[src/rtl/cmp_timer_pkg.sv]
package cmp_timer_pkg;

  // Pin action applied on each compare match
  typedef enum logic [1:0] {
    PIN_OFF    = 2'b00,
    PIN_TOGGLE = 2'b01,
    PIN_LOW    = 2'b10,
    PIN_HIGH   = 2'b11
  } pin_mode_e;

  // Control register layout, bit 7 down to bit 0
  typedef struct packed {
    logic      rsvd;
    logic      freeze;
    pin_mode_e mode;
    logic      clr_on_match;
    logic [2:0] clk_sel;
  } ctrl_t;

  localparam logic [1:0] A_CTRL  = 2'd0;
  localparam logic [1:0] A_COUNT = 2'd1;
  localparam logic [1:0] A_CMP   = 2'd2;
  localparam logic [1:0] A_STAT  = 2'd3;

  localparam int SEL_W   = 3;
  localparam int SEL_N   = 1 << SEL_W;
  localparam int CTRL_W  = $bits(ctrl_t);

  // log2 of the division ratio for each clock-select code
  function automatic int div_shift(input int sel);
    case (sel)
      1:       return 0;
      2:       return 3;
      3:       return 5;
      4:       return 6;
      5:       return 7;
      6:       return 8;
      7:       return 10;
      default: return 0;
    endcase
  endfunction

endpackage

[src/rtl/cmp_timer_prescaler.sv]
module cmp_timer_prescaler
  import cmp_timer_pkg::*;
#(
  parameter int PRE_W = 10
) (
  input  logic             clk,
  input  logic             rst,
  input  logic [SEL_W-1:0] sel,
  output logic             tick
);

  logic [PRE_W-1:0] pre_q;
  logic [SEL_N-1:0] sel_tick;

  always_ff @(posedge clk) begin
    if (rst) pre_q <= '0;
    else     pre_q <= pre_q + 1'b1;
  end

  // Code 0 never ticks: the counter stands still
  assign sel_tick[0] = 1'b0;

  // One enable per divider, all taken from the same free-running counter
  generate
    for (genvar g = 1; g < SEL_N; g++) begin : g_div
      localparam int SH = div_shift(g);
      localparam logic [PRE_W-1:0] LOW_MASK = PRE_W'((1 << SH) - 1);
      assign sel_tick[g] = ((pre_q & LOW_MASK) == LOW_MASK);
    end
  endgenerate

  assign tick = sel_tick[sel];

endmodule

[src/rtl/cmp_timer_counter.sv]
module cmp_timer_counter #(
  parameter int CNT_W = 8
) (
  input  logic             clk,
  input  logic             rst,
  input  logic             adv,
  input  logic             clr_en,
  input  logic             freeze,
  input  logic [CNT_W-1:0] cmp_val,
  input  logic             ld,
  input  logic [CNT_W-1:0] ld_val,
  output logic [CNT_W-1:0] cnt,
  output logic             match
);

  logic [CNT_W-1:0] cnt_q;
  logic             eq;
  logic             eq_q;
  logic             ld_q;

  assign eq    = (cnt_q == cmp_val);
  // Report only the arrival at equality; a load blocks the next cycle
  assign match = eq & ~eq_q & ~ld_q & ~freeze;
  assign cnt   = cnt_q;

  always_ff @(posedge clk) begin
    if (rst) begin
      cnt_q <= '0;
      eq_q  <= 1'b1;   // count and compare both reset to 0: no match
      ld_q  <= 1'b0;
    end else begin
      eq_q <= eq;
      ld_q <= ld;
      if (ld)
        cnt_q <= ld_val;
      else if (match && clr_en)
        cnt_q <= '0;
      else if (adv && !freeze)
        cnt_q <= cnt_q + 1'b1;
    end
  end

  p_clear_after_match_r4: assert property (@(posedge clk) disable iff (rst)
    (match && clr_en && !ld) |=> (cnt_q == '0));

  p_load_wins_r11: assert property (@(posedge clk) disable iff (rst)
    ld |=> (cnt_q == $past(ld_val)));

  p_load_blocks_match_r11: assert property (@(posedge clk) disable iff (rst)
    ld |=> !match);

  p_freeze_holds_r8: assert property (@(posedge clk) disable iff (rst)
    (freeze && !ld) |=> $stable(cnt_q));

  p_single_report_r12: assert property (@(posedge clk) disable iff (rst)
    (match && $stable(cmp_val)) |=> !match);

endmodule

[src/rtl/cmp_timer_outctl.sv]
module cmp_timer_outctl
  import cmp_timer_pkg::*;
(
  input  logic      clk,
  input  logic      rst,
  input  logic      match,
  input  pin_mode_e mode,
  input  logic      dir_en,
  input  logic      flag_clr,
  input  logic      mask_wr,
  input  logic      mask_val,
  output logic      pin,
  output logic      flag,
  output logic      mask,
  output logic      irq
);

  logic oc_q;
  logic flag_q, flag_d;
  logic mask_q, mask_d;
  logic irq_q;

  // Compare output flip-flop
  always_ff @(posedge clk) begin
    if (rst) begin
      oc_q <= 1'b0;
    end else if (match) begin
      case (mode)
        PIN_TOGGLE: oc_q <= ~oc_q;
        PIN_LOW:    oc_q <= 1'b0;
        PIN_HIGH:   oc_q <= 1'b1;
        default:    oc_q <= oc_q;
      endcase
    end
  end

  // Sticky flag: a match beats a clearing write in the same cycle
  always_comb begin
    flag_d = flag_q;
    if (match)         flag_d = 1'b1;
    else if (flag_clr) flag_d = 1'b0;
    mask_d = mask_wr ? mask_val : mask_q;
  end

  always_ff @(posedge clk) begin
    if (rst) begin
      flag_q <= 1'b0;
      mask_q <= 1'b0;
      irq_q  <= 1'b0;
    end else begin
      flag_q <= flag_d;
      mask_q <= mask_d;
      irq_q  <= flag_d & mask_d;
    end
  end

  assign pin  = oc_q & dir_en;
  assign flag = flag_q;
  assign mask = mask_q;
  assign irq  = irq_q;

  p_toggle_r3: assert property (@(posedge clk) disable iff (rst)
    (match && mode == PIN_TOGGLE) |=> (oc_q != $past(oc_q)));

  p_drive_high_r3: assert property (@(posedge clk) disable iff (rst)
    (match && mode == PIN_HIGH) |=> oc_q);

  p_drive_low_r3: assert property (@(posedge clk) disable iff (rst)
    (match && mode == PIN_LOW) |=> !oc_q);

  p_hold_between_r3: assert property (@(posedge clk) disable iff (rst)
    (!match || mode == PIN_OFF) |=> $stable(oc_q));

  p_flag_sticky_r9: assert property (@(posedge clk) disable iff (rst)
    (flag_q && !flag_clr) |=> flag_q);

  p_set_wins_r9: assert property (@(posedge clk) disable iff (rst)
    match |=> flag_q);

  p_irq_follows_r10: assert property (@(posedge clk) disable iff (rst)
    (flag_q && mask_q && !flag_clr && !mask_wr) |=> irq_q);

endmodule

[src/rtl/cmp_timer.sv]
module cmp_timer
  import cmp_timer_pkg::*;
#(
  parameter int CNT_W = 8,
  parameter int PRE_W = 10
) (
  input  logic             clk,
  input  logic             rst,
  input  logic             wr_en,
  input  logic [1:0]       addr,
  input  logic [CNT_W-1:0] wdata,
  output logic [CNT_W-1:0] rdata,
  input  logic             dir_en,
  output logic             cmp_pin,
  output logic             irq
);

  ctrl_t            ctrl_q;
  logic [CNT_W-1:0] cmp_q;
  logic [CNT_W-1:0] rdata_q;
  logic [CNT_W-1:0] cnt;
  logic             tick;
  logic             match;
  logic             cnt_ld;
  logic             flag_clr;
  logic             mask_wr;
  logic             flag;
  logic             mask;

  assign cnt_ld   = wr_en && (addr == A_COUNT);
  assign mask_wr  = wr_en && (addr == A_STAT);
  assign flag_clr = mask_wr && wdata[0];

  // Control and compare registers; bit 7 of control is forced to 0
  always_ff @(posedge clk) begin
    if (rst) begin
      ctrl_q <= '0;
      cmp_q  <= '0;
    end else if (wr_en) begin
      if (addr == A_CTRL) ctrl_q <= ctrl_t'({1'b0, wdata[CTRL_W-2:0]});
      if (addr == A_CMP)  cmp_q  <= wdata;
    end
  end

  cmp_timer_prescaler #(.PRE_W(PRE_W)) u_pre (
    .clk  (clk),
    .rst  (rst),
    .sel  (ctrl_q.clk_sel),
    .tick (tick)
  );

  cmp_timer_counter #(.CNT_W(CNT_W)) u_cnt (
    .clk     (clk),
    .rst     (rst),
    .adv     (tick),
    .clr_en  (ctrl_q.clr_on_match),
    .freeze  (ctrl_q.freeze),
    .cmp_val (cmp_q),
    .ld      (cnt_ld),
    .ld_val  (wdata),
    .cnt     (cnt),
    .match   (match)
  );

  cmp_timer_outctl u_out (
    .clk      (clk),
    .rst      (rst),
    .match    (match),
    .mode     (ctrl_q.mode),
    .dir_en   (dir_en),
    .flag_clr (flag_clr),
    .mask_wr  (mask_wr),
    .mask_val (wdata[1]),
    .pin      (cmp_pin),
    .flag     (flag),
    .mask     (mask),
    .irq      (irq)
  );

  // Registered read port
  always_ff @(posedge clk) begin
    if (rst) begin
      rdata_q <= '0;
    end else begin
      case (addr)
        A_CTRL:  rdata_q <= CNT_W'(ctrl_q);
        A_COUNT: rdata_q <= cnt;
        A_CMP:   rdata_q <= cmp_q;
        default: rdata_q <= CNT_W'({mask, flag});
      endcase
    end
  end

  assign rdata = rdata_q;

  p_stopped_holds_r6: assert property (@(posedge clk) disable iff (rst)
    (ctrl_q.clk_sel == '0 && !cnt_ld && !(match && ctrl_q.clr_on_match))
      |=> $stable(cnt));

  p_freeze_no_flag_r8: assert property (@(posedge clk) disable iff (rst)
    (ctrl_q.freeze && !flag) |=> !flag);

endmodule

[config.mk]
export PLATFORM = sky130hd
export DESIGN_NAME = cmp_timer
export DESIGN_NICKNAME = d
export VERILOG_FILES = /design/src/rtl/cmp_timer_pkg.sv /design/src/rtl/cmp_timer_prescaler.sv /design/src/rtl/cmp_timer_counter.sv /design/src/rtl/cmp_timer_outctl.sv /design/src/rtl/cmp_timer.sv
export SDC_FILE = /design/constraint.sdc
export NUM_CORES = 1
export LEC_CHECK = 0
export CAP_MARGIN = 30
export CORE_MARGIN = 2
export CORE_UTILIZATION = 40
export CTS_CLUSTER_SIZE = 20
export DETAILED_ROUTE_END_ITERATION = 8
export PLACE_DENSITY = 0.69
export SLEW_MARGIN = 0
export SYNTH_ARGS = -nofsm -noshare
export SYNTH_HDL_FRONTEND = slang
export SYNTH_SLANG_ARGS = --single-unit
[constraint.sdc]
create_clock -name clk -period 2.15 [get_ports clk]
set_clock_uncertainty 0.05 [all_clocks]
set_input_delay 0.43 -clock clk [delete_from_list [all_inputs] [get_ports clk]]
set_output_delay 0.43 -clock clk [all_outputs]
set_load 0.02 [all_outputs]
==> results of run 1 <==
[placed cells by master (no fill, tap or decap), drive strengths merged, types with 2 or more instances in the layout]
| cell type | n |
|---|---|
| a211oi | 2 |
| a21boi | 2 |
| a21o | 2 |
| a21oi | 18 |
| a221oi | 5 |
| a311o | 2 |
| a31oi | 3 |
| a41o | 2 |
| and3 | 10 |
| and3b | 2 |
| and4 | 3 |
| buf | 25 |
| clkbuf | 6 |
| clkdlybuf4s50 | 23 |
| dfxtp | 47 |
| ha | 4 |
| inv | 5 |
| mux2i | 13 |
| mux4 | 2 |
| nand2 | 20 |
| nand3 | 16 |
| nand3b | 2 |
| nand4 | 2 |
| nor2 | 28 |
| nor2b | 8 |
| nor4 | 4 |
| o21ai | 7 |
| o31ai | 2 |
| or4 | 4 |
| xnor2 | 3 |
| xor2 | 12 |
[registers in the layout, indices dropped and copies added, names as in the netlist]
signal	flops
ctrl_q	7
u_out.irq	1
u_cnt.eq_q	1
u_out.flag	1
u_out.mask	1
cmp_q	8
rdata	8
u_cnt.ld_q	1
u_out.oc_q	1
u_pre.pre_q	10
u_cnt.cnt	8
[critical path: cells and delay by family (launching register included)]
| kind | cells | cell delay, ns |
|---|---|---|
| AO/OA/AOI/OAI | 3 | 0.90 |
| adder cells (fa/ha/maj) | 2 | 0.29 |
| flip-flops | 1 | 0.36 |
| AND/OR/NAND/NOR | 3 | 0.48 |
[per-stage QoR]
step / utilization (%) / TNS, ns / area (um^2) / total power, W
floorplan: - / 0 / 2300 / 0.00106
global placement: 49.3 / -0.0807 / 2730 / 0.00115
detailed placement: 49.3 / -0.228 / 2730 / 0.00116
CTS: 51.8 / 0 / 2870 / 0.00185
global route: 52.8 / -0.210 / 2930 / 0.00193
finish: 52.8 / -0.00981 / 2930 / 0.00185
[power by group through the flow]
| stage | Combinational (W) | Sequential [W] | Clock, W |
|---|---|---|---|
| global route | 0.000248 | 0.000928 | 0.000752 |
| global placement | 0.000211 | 0.000940 | 0 |
| finish | 0.000225 | 0.000924 | 0.000702 |
| CTS | 0.000218 | 0.000922 | 0.000710 |
| floorplan | 0.000119 | 0.000939 | 0 |
| detailed placement | 0.000214 | 0.000942 | 0 |
[what timing repair did]
item	CTS	global route
endpoints found under the setup margin	7	8
gates resized for setup	2	12
setup buffers	0	1
pin swaps	1	2
gates cloned	1	0
[cells by family after synthesis]
kind of cell	after synthesis	synth area share, %
buffers and inverters	22	5.05
xor gates and xnor gates	15	5.71
AOI/OAI and AO/OA	49	14.7
DFF	47	40.9
muxes	15	7.61
and+or+nand+nor	105	23.9
adders and majority gates	4	2.17
[final timing paths]
| path | startpoint | to | slack, ns | cells past startpoint |
|---|---|---|---|---|
| worst min-delay path | cmp_q[7] | cmp_q[7] | 0.44 | 2 |
| worst max-delay path | u_pre.pre_q[1] | u_cnt.cnt[7] | -0.01 | 8 |
| worst min register to register | cmp_q[7] | cmp_q[7] | 0.44 | 2 |
| worst max register to register | u_pre.pre_q[1] | u_cnt.cnt[7] | -0.01 | 8 |
[final cells by class]
| type | count | area, um^2 |
|---|---|---|
| flip-flops and latches | 47 | 946 |
| inverters | 4 | 15.0 |
| clock inverters | 2 | 38.8 |
| clock buffers | 6 | 82.6 |
| fillers | 527 | 2610 |
| repair buffers | 48 | 443 |
| multi-input cells | 189 | 1310 |
| well taps | 72 | 90.1 |
[per-layer routing]
layer / global-route usage [%] / routed length [um]
met1: 26.7 / 2630
met2: 29.1 / 2610
met3: 3.73 / 392
met4: 7.63 / 72
met5: 0 / 0
==> metrics.md, run 1 <==
| Metric | Value |
|---|---|
| Core ar. | `between 5000 and 6000 um^2` |
| Worst slew pin tran | `approximately 0.45 ns` |
| P_sw | `about 0.00046 W` |
| Worst Slack Setup Final | `-0.00981 ns` |
| Worst slew margin | `between 60 and 70%` |
| Total grt overflow | `0` |
| Max stage delay cell, worst path | `a311o_1` |
| Synth cell types | `between 40 and 50` |
| Hold_ws | `between 0.4 and 0.5 ns` |
| Initial cell density of the core | `between 40 and 50%` |
| WP data required | `about 2.3 ns` |
| Root buf cell | `clkbuf_8` |
| Synthesized instance count | `approximately 260` |
| Final Max Slew Viols | `0` |
| Starting DRT DRC Count | `183` |
| Post-Syn Area | `2300 um^2` |
| Die Height | `79.9 um` |
| Post-synth top cells | `47 x dfxtp_1, 28 x nor2_1, 20 x nand2_1` |
| Outcome | `finished with violations` |
| Clk slew on worst S/H paths | `0.09 ns` |
| Initial antenna violation count | `0` |
| Core Rows | `27` |
| CTS Sinks | `47` |
| Warnings, synthesis | `0` |
| Average wire per standard cell | `15.5 um` |
| Die X | `79.9 um` |
| Layout net count | `313` |
| Top-count cell post-synth | `dfxtp_1` |
| Placer's final routability congestion estimate | `approximately 0.77` |
| LEAKAGE | `approximately 1.2 nW` |
| Finished Layout Cells | `between 300 and 400` |
| Final Hold Vio Count | `0` |
| Post-DP HPWL | `3980 um` |
| Num CTS Buffers | `5` |
| Critical Path Sink Type | `flop` |
| Synthesized flop and latch total | `47` |
| Sequential power share | `between 40% and 50%` |
| Post-synth EDFFs | `0` |
| Startpoint Class | `flop` |
| CTS tree | `done` |
| CTS Hold Buffers Added | `0` |
| IO Port Bufs | `23` |
| Failing checks | `setup timing` |
| Logic pwr share | `about an eighth` |
| Async set-reset flop share out of synthesis | `0%` |
| Area contributors post-synth | `dfxtp_1 41%, mux2i_1 5.7%, nor2_1 4.6%` |
| Avg Cell Area, Syn | `between 8 and 9 um^2` |
| Global Route Usage Sum | `a little under a fifth` |
| Avg Vias per Cell | `~5.5` |
| Sequential area share after synthesis | `around 41%` |
| Yosys top cell by area | `dfxtp_1` |
| DIE AREA | `6380 um^2` |
| Share of layout cells above drive strength 1 | `between 15 and 20%` |
| Post-synth top flop | `dfxtp_1` |
| Placement Setup Slack | `-0.0781 ns` |
| Antenna-violating nets left | `0` |
| Period utilization | `100%` |
| Fmax | `approximately 460 MHz` |
| Cell mode on critical path | `ha_4` |
| Critical-path cell list | `ha_4, and3_4, ha_4, and3b_2, nor4_4, a41o_2, a311o_1, a221oi_2` |
| Layout area overhead | `27.1%` |
| Drt first pass iters | `4` |
| Top cell type's share of synthesized area | `between 40% and 50%` |
| Minimum clock period | `~2.2 ns` |
| Maximum VDD drop | `367 uV` |
| Vias in the first global route | `a little under 2,000` |
| Clock power frac | `roughly 38%` |
| Final WL | `between 5000 and 6000 um` |
| Max-cap violations | `0` |
| RSZ-0062 raised after global routing | `true` |
| H-tree depth | `2` |
| Switching share of power | `24.7%` |
| Placed cells | `about 360` |
| Hold Crit Class | `flop to flop` |
| Via count | `around 2,000` |
| Crit Path Category | `flop to flop` |
| Clock Latency Late Sink | `approximately 0.3 ns` |
| Crit Path Max Fanout | `7` |
| Clock Path Buffers | `2` |
| First-pass GRT wire length | `~9400 um` |
| Slowest Stage Delay on Critical Path | `around 0.37 ns` |
| Largest net degree at the start of global routing | `28` |
| Final setup vio count | `1` |
| IO Pins | `24` |
| Cell Pwr Density | `633 nW/um^2` |
| Post-route DRC | `0` |
| Post-Syn Nets | `roughly 280` |
| Critical Path AT | `approximately 2.3 ns` |
| # diodes | `0` |
| Int Power | `0.00139 W` |
No activity file was read; power rests on OpenSTA's default activity.
==> inputs of run 2 (changes only) <==
Settings changed: CORE_MARGIN 2 to 5.
==> metrics.md, run 2 (synthesis results as in run 1) <==
| Metric | Value |
|---|---|
| Outcome | `complete, no violations` |
| Layout fillers | `approximately 530` |
| Minimum clock period | `between 2 and 2.5 ns` |
| Worst slew pin tran | `~0.47 ns` |
| Placed Area | `approximately 2700 um^2` |
| WP data required | `between 2 and 2.5 ns` |
| R2R Setup Slk | `approximately 0.0077 ns` |
| Global Route Usage Sum | `16.6%` |
| Avg Vias per Cell | `roughly 5.6` |
| Top delay family on crit path | `simple AND/OR/NAND/NOR gates` |
| Core Rows | `27` |
| Post-DP HPWL | `3940 um` |
| Logic pwr share | `12.9%` |
| Largest net degree at the start of global routing | `34` |
| Clk slew on worst S/H paths | `roughly 0.1 ns` |
| Max-cap violations | `0` |
| CP Depth | `8` |
| Antenna-violating nets left | `0` |
| Clock Path Buffers | `2` |
| H-tree depth | `2` |
| Crit Path Category | `flop to flop` |
| Share of layout cells above drive strength 1 | `between 10% and 20%` |
| RR Startpoint | `u_pre.pre_q[1]` |
| Num CTS Buffers | `5` |
| Initial cell density of the core | `41.6%` |
| Post-route cell area | `around 2900 um^2` |
| LEAKAGE | `roughly 1.2 nW` |
| Cell Pwr Density | `596 nW/um^2` |
| Sequential power share | `53.4%` |
| Cell mode on critical path | `ha_4` |
| Starting DRT DRC Count | `around 140` |
| Critical Path AT | `~2.3 ns` |
| Placer's final routability congestion estimate | `between 0.8 and 0.9` |
| Placement Setup Slack | `-0.0911 ns` |
| Post-route met1 wirelength | `between 2000 and 3000 um` |
| Max FFs per register | `10` |
| Max stage delay cell, worst path | `or4_1` |
| R2R depth | `8` |
| CP startpoint | `u_pre.pre_q[1]` |
| Die X | `85.9 um` |
| Final setup vio count | `0` |
| DIE AREA | `roughly 7400 um^2` |
| Maximum VDD drop | `~340 uV` |
| CTS Hold Buffers Added | `0` |
| First-pass GRT wire length | `9570 um` |
| CTS Sinks | `47` |
| RSZ-0062 raised after global routing | `true` |
| Final Hold Vio Count | `0` |
| Critical-path cell list | `ha_4, and3_4, ha_4, and3b_2, nor4_4, a41o_2, or4_1, and3_1` |
| IO Pins | `24` |
| Final Max Slew Viols | `0` |
| Highest Signal Layer | `met4` |
| Reg-to-Reg End | `u_cnt.cnt[6]` |
| Vias in the first global route | `slightly below 2,000` |
| Clock Latency Late Sink | `just over 0.3 ns` |
| Fmax | `approximately 470 MHz` |
| Period utilization | `99.6%` |
| CTS tree | `done` |
| Average wire per standard cell | `15.9 um` |
| Drt first pass iters | `4` |
| Die Height | `85.9 um` |
| Startpoint Class | `flop` |
| Total grt overflow | `0` |
| Largest register by flop count | `u_pre.pre_q` |
| Int Power | `0.00125 W` |
| Finished Layout Cells | `between 300 and 400` |
| Met2 WL | `around 2700 um` |
| Initial antenna violation count | `0` |
| Worst Slack Setup Final | `approximately 0.0077 ns` |
| Commonest non-fill, non-tap cell in the layout | `dfxtp_1` |
| Most frequent cells in the layout | `45 x dfxtp_1, 28 x nor2_1, 23 x clkdlybuf4s50_1, 23 x buf_4, 20 x nand2_1` |
| # diodes | `0` |
| Buffers & Inverters on Critical Path | `0` |
| Hold Crit Class | `flop to flop` |
| Switching share of power | `27.7%` |
| Core ar. | `~5500 um^2` |
| Crit Path Max Fanout | `6` |
| IO Port Bufs | `23` |
| P_sw | `0.000478 W` |
| Worst slew margin | `68.3%` |
| Layout area overhead | `25.9%` |
| Root buf cell | `clkbuf_8` |
| Slowest Stage Delay on Critical Path | `~0.40 ns` |
| Layout net count | `~310` |
| Critical Path Sink Type | `flop` |
| Post-route DRC | `0` |
| Placed cells | `~360` |
| Post-CTS Setup Repair Bufs | `0` |
| Via count | `2,050` |
| Final core utilization | `~52%` |
| Worst Setup EP | `u_cnt.cnt[6]` |
| Final WL | `5840 um` |
| Clock power frac | `33.7%` |
| Met3 WL | `397 um` |
## run 2: cell type report
cell class / instances / area, um^2 / area share (%)
tap: 72 / 90.1 / 3.11
multi-input combinational: 189 / 1320 / 45.5
sequential: 47 / 943 / 32.5
timing repair buffer: 48 / 434 / 15.0
clock buffer: 5 / 68.8 / 2.37
clock inverter: 3 / 27.5 / 0.950
inverter: 4 / 15.0 / 0.518
## run 2: what timing repair did
item,CTS,global route
resized for setup,11,4
pin swaps,5,4
gates cloned,1,0
setup endpoints to repair,8,8
## run 2: how the worst min path moves through the flow
| stage | start | to | cells past startpoint |
|---|---|---|---|
| after floorplan | u_pre.pre_q[0] | u_pre.pre_q[0] | 1 |
| after global placement | cmp_q[2] | cmp_q[2] | 2 |
| after detailed placement | cmp_q[3] | cmp_q[3] | 2 |
| after CTS | cmp_q[3] | cmp_q[3] | 2 |
| after global routing | cmp_q[4] | cmp_q[4] | 2 |
| final | cmp_q[3] | cmp_q[3] | 2 |
## run 2: tightest hold or removal path: stages, from the launching register on
cell,delay (ns)
dfxtp_1,0.34
nand2_1,0.06
a21oi_1,0.06
## run 2: power by group through the flow
stage	clock (W)	combinational, W	sequential, W
2_1_floorplan	0	0.000119	0.000939
3_3_place_gp	0	0.000211	0.000938
3_5_place_dp	0	0.000214	0.000939
4_1_cts	0.000589	0.000220	0.000922
5_1_grt	0.000631	0.000246	0.000927
6_report	0.000582	0.000224	0.000922
## run 2: routing by layer
| layer | vias up | global-route usage [%] |
|---|---|---|
| li1 | 1003 | - |
| met1 | 968 | 22.2 |
| met2 | 67 | 25.3 |
| met3 | 12 | 4.03 |
| met4 | 0 | 7.48 |
| met5 | - | 0 |
## run 2: per-stage QoR
| stage | setup TNS [ns] | hold slack (ns) | power, W |
|---|---|---|---|
| 5_1_grt | -0.465 | 0.466 | 0.00180 |
| 6_report | 0 | 0.444 | 0.00173 |
| 2_1_floorplan | 0 | 0.378 | 0.00106 |
| 3_3_place_gp | -0.0786 | 0.421 | 0.00115 |
| 4_1_cts | -0.0113 | 0.444 | 0.00173 |
| 3_5_place_dp | -0.227 | 0.431 | 0.00115 |
==> inputs of run 3 (changes only) <==
Settings changed: GPL_TIMING_DRIVEN from default to 0.
==> metrics.md, run 3 (synthesis results as in run 1) <==
| Metric | Value |
|---|---|
| Reg-to-Reg End | `u_cnt.cnt[3]` |
| CTS Sinks | `47` |
| Crit Path Category | `flop to flop` |
| Final Max Slew Viols | `0` |
| Core ar. | `approximately 5500 um^2` |
| Final Hold Vio Count | `0` |
| Min-Delay Path Depth | `2` |
| P_sw | `between 0.0004 and 0.0005 W` |
| IO Port Bufs | `22` |
| Clock Path Buffers | `2` |
| Worst slew pin tran | `between 0.6 and 0.7 ns` |
| Max FFs per register | `10` |
| Max-cap violations | `0` |
| Root buf cell | `clkbuf_8` |
| Startpoint Class | `flop` |
| Drt first pass iters | `4` |
| Core Rows | `27` |
| Via count | `between 2,000 and 2,500` |
| Final WL | `roughly 6000 um` |
| # diodes | `0` |
| Worst slew margin | `around 56%` |
| Antenna-violating nets left | `0` |
| IO Pins | `24` |
| Maximum VDD drop | `around 330 uV` |
| Layout net count | `312` |
| Largest register by flop count | `u_pre.pre_q` |
| Clk slew on worst S/H paths | `roughly 0.080 ns` |
| Failing checks | `setup timing` |
| Hold_sp | `cmp_q[0]` |
| Critical-path cell list | `ha_4, and3_4, ha_4, and3b_1, nor4_1, a41o_2, buf_6, buf_4, a221oi_1, and3_1` |
| Critical Path AT | `~2.4 ns` |
| Largest net degree at the start of global routing | `15` |
| Total grt overflow | `0` |
| Vias in the first global route | `approximately 2,000` |
| LEAKAGE | `between 1 and 1.5 nW` |
| First-pass GRT wire length | `between 9000 and 10,000 um` |
| Clock Latency Late Sink | `0.30 ns` |
| Cell Pwr Density | `663 nW/um^2` |
| Num CTS Buffers | `5` |
| Slowest Stage Delay on Critical Path | `about 0.35 ns` |
| RR Startpoint | `u_pre.pre_q[1]` |
| Total power draw | `0.00190 W` |
| Hold EP | `cmp_q[0]` |
| Die Height | `roughly 86 um` |
| R2R Setup Slk | `-0.05 ns` |
| Period utilization | `103%` |
| DIE AREA | `~7400 um^2` |
| CTS Hold Buffers Added | `0` |
| Hold_ws | `approximately 0.44 ns` |
| Global Route Usage Sum | `between 10% and 20%` |
| Hold Crit Class | `flop to flop` |
| Final setup vio count | `6` |
| Average wire per standard cell | `about 16 um` |
| Share of layout cells above drive strength 1 | `~15%` |
| Clock power frac | `40.1%` |
| Die X | `around 86 um` |
| R2R depth | `10` |
| Critical Path Sink Type | `flop` |
| CTS tree | `done` |
| Cell mode on critical path | `ha_4` |
| Outcome | `finished with violations` |
| Max stage delay cell, worst path | `dfxtp_2` |
| Layout area overhead | `24.5%` |
| Placer's final routability congestion estimate | `0.878` |
| Worst Slack Setup Final | `-0.0540 ns` |
| WP data required | `~2.4 ns` |
| Initial antenna violation count | `0` |
| Post-DP HPWL | `3970 um` |
| H-tree depth | `2` |
| Initial cell density of the core | `41.6%` |
| Switching share of power | `between 20% and 30%` |
| RSZ-0062 raised after global routing | `true` |
| Int Power | `about 0.0015 W` |
| Sequential power share | `between 40% and 50%` |
| Logic pwr share | `about 11%` |
| Starting DRT DRC Count | `roughly 150` |
| Most frequent cells in the layout | `45 x dfxtp_1, 28 x nor2_1, 22 x clkdlybuf4s50_1` |
| Fmax | `454 MHz` |
| Minimum clock period | `roughly 2.2 ns` |
| Crit Path Max Fanout | `7` |
| Avg Vias per Cell | `roughly 5.6` |
| Post-route DRC | `0` |
| Commonest non-fill, non-tap cell in the layout | `dfxtp_1` |
## run 3: cell types whose count changed in the layout (fill, tap and decap cells not counted), moves of 2 or more
cell	before	now
buf_6	1	5
buf_2	0	4
bufinv_16	0	2
clkbuf_1	0	9
clkbuf_2	0	2
buf_4	23	7
## run 3: worst max-delay path by stage
| stage | start | endpoint |
|---|---|---|
| floorplan | u_pre.pre_q[0] | u_cnt.cnt[7] |
| global placement | addr[0] | rdata[2] |
| detailed placement | addr[0] | rdata[2] |
| CTS | u_pre.pre_q[1] | u_cnt.cnt[5] |
| global route | u_pre.pre_q[1] | u_cnt.cnt[7] |
| finish | u_pre.pre_q[1] | u_cnt.cnt[3] |
## run 3: metrics by stage
stage               worst slack [ns]  util [%]  cell area (um^2)  setup TNS [ns]  std cells
finish                       -0.0540      51.7              2870          -0.182        367
global route                  -0.132      51.7              2870          -0.666        367
CTS                          -0.0897      51.3              2840          -0.155        367
detailed placement            -0.391      47.2              2620           -7.40        351
global placement              -0.416      47.2              2620           -7.05        351
floorplan                     0.0169         -              2300               0        257
## run 3: metal layers
metal  vias to the layer above  track usage (%)  wire, um
met1                       980             22.4      2680
li1                        993                -         -
met3                        14             3.94       328
met4                         0             6.19       142
met2                        62             25.6      2710
met5                         -                0         0
## run 3: final cells by class
cell class                      count  area [um^2]
Buffer                             18          105
Clock buffer                        6         72.6
Clock inverter                      2         60.1
Fill cell                         546         2670
Inverter                            4         15.0
Multi-Input combinational cell    188         1300
Sequential cell                    47          943
Tap cell                           72         90.1
Timing Repair Buffer               30          284
## run 3: worst max-delay path: cells and delay by family, from the launching register on
kind / cells / cell delay (ns)
AOI/OAI and AO/OA: 2 / 0.54
adders and majority gates: 2 / 0.31
buffers and inverters: 2 / 0.29
DFF: 1 / 0.35
and+or+nand+nor: 4 / 0.62
## run 3: power by group through the flow
stage                     clock, W  sequential [W]  combinational (W)
after floorplan                  0        0.000939           0.000119
after detailed placement         0        0.000941           0.000193
final                     0.000763        0.000923           0.000216
after global placement           0        0.000940           0.000191
after global routing      0.000820        0.000927           0.000235
after CTS                 0.000780        0.000922           0.000208
## run 3: timing repair
action                                 CTS  global route
resized for setup                        9             6
endpoints found under the hold margin    0             0
setup buffers                            8             0
pin swaps                                2             4
setup endpoints to repair               17            16
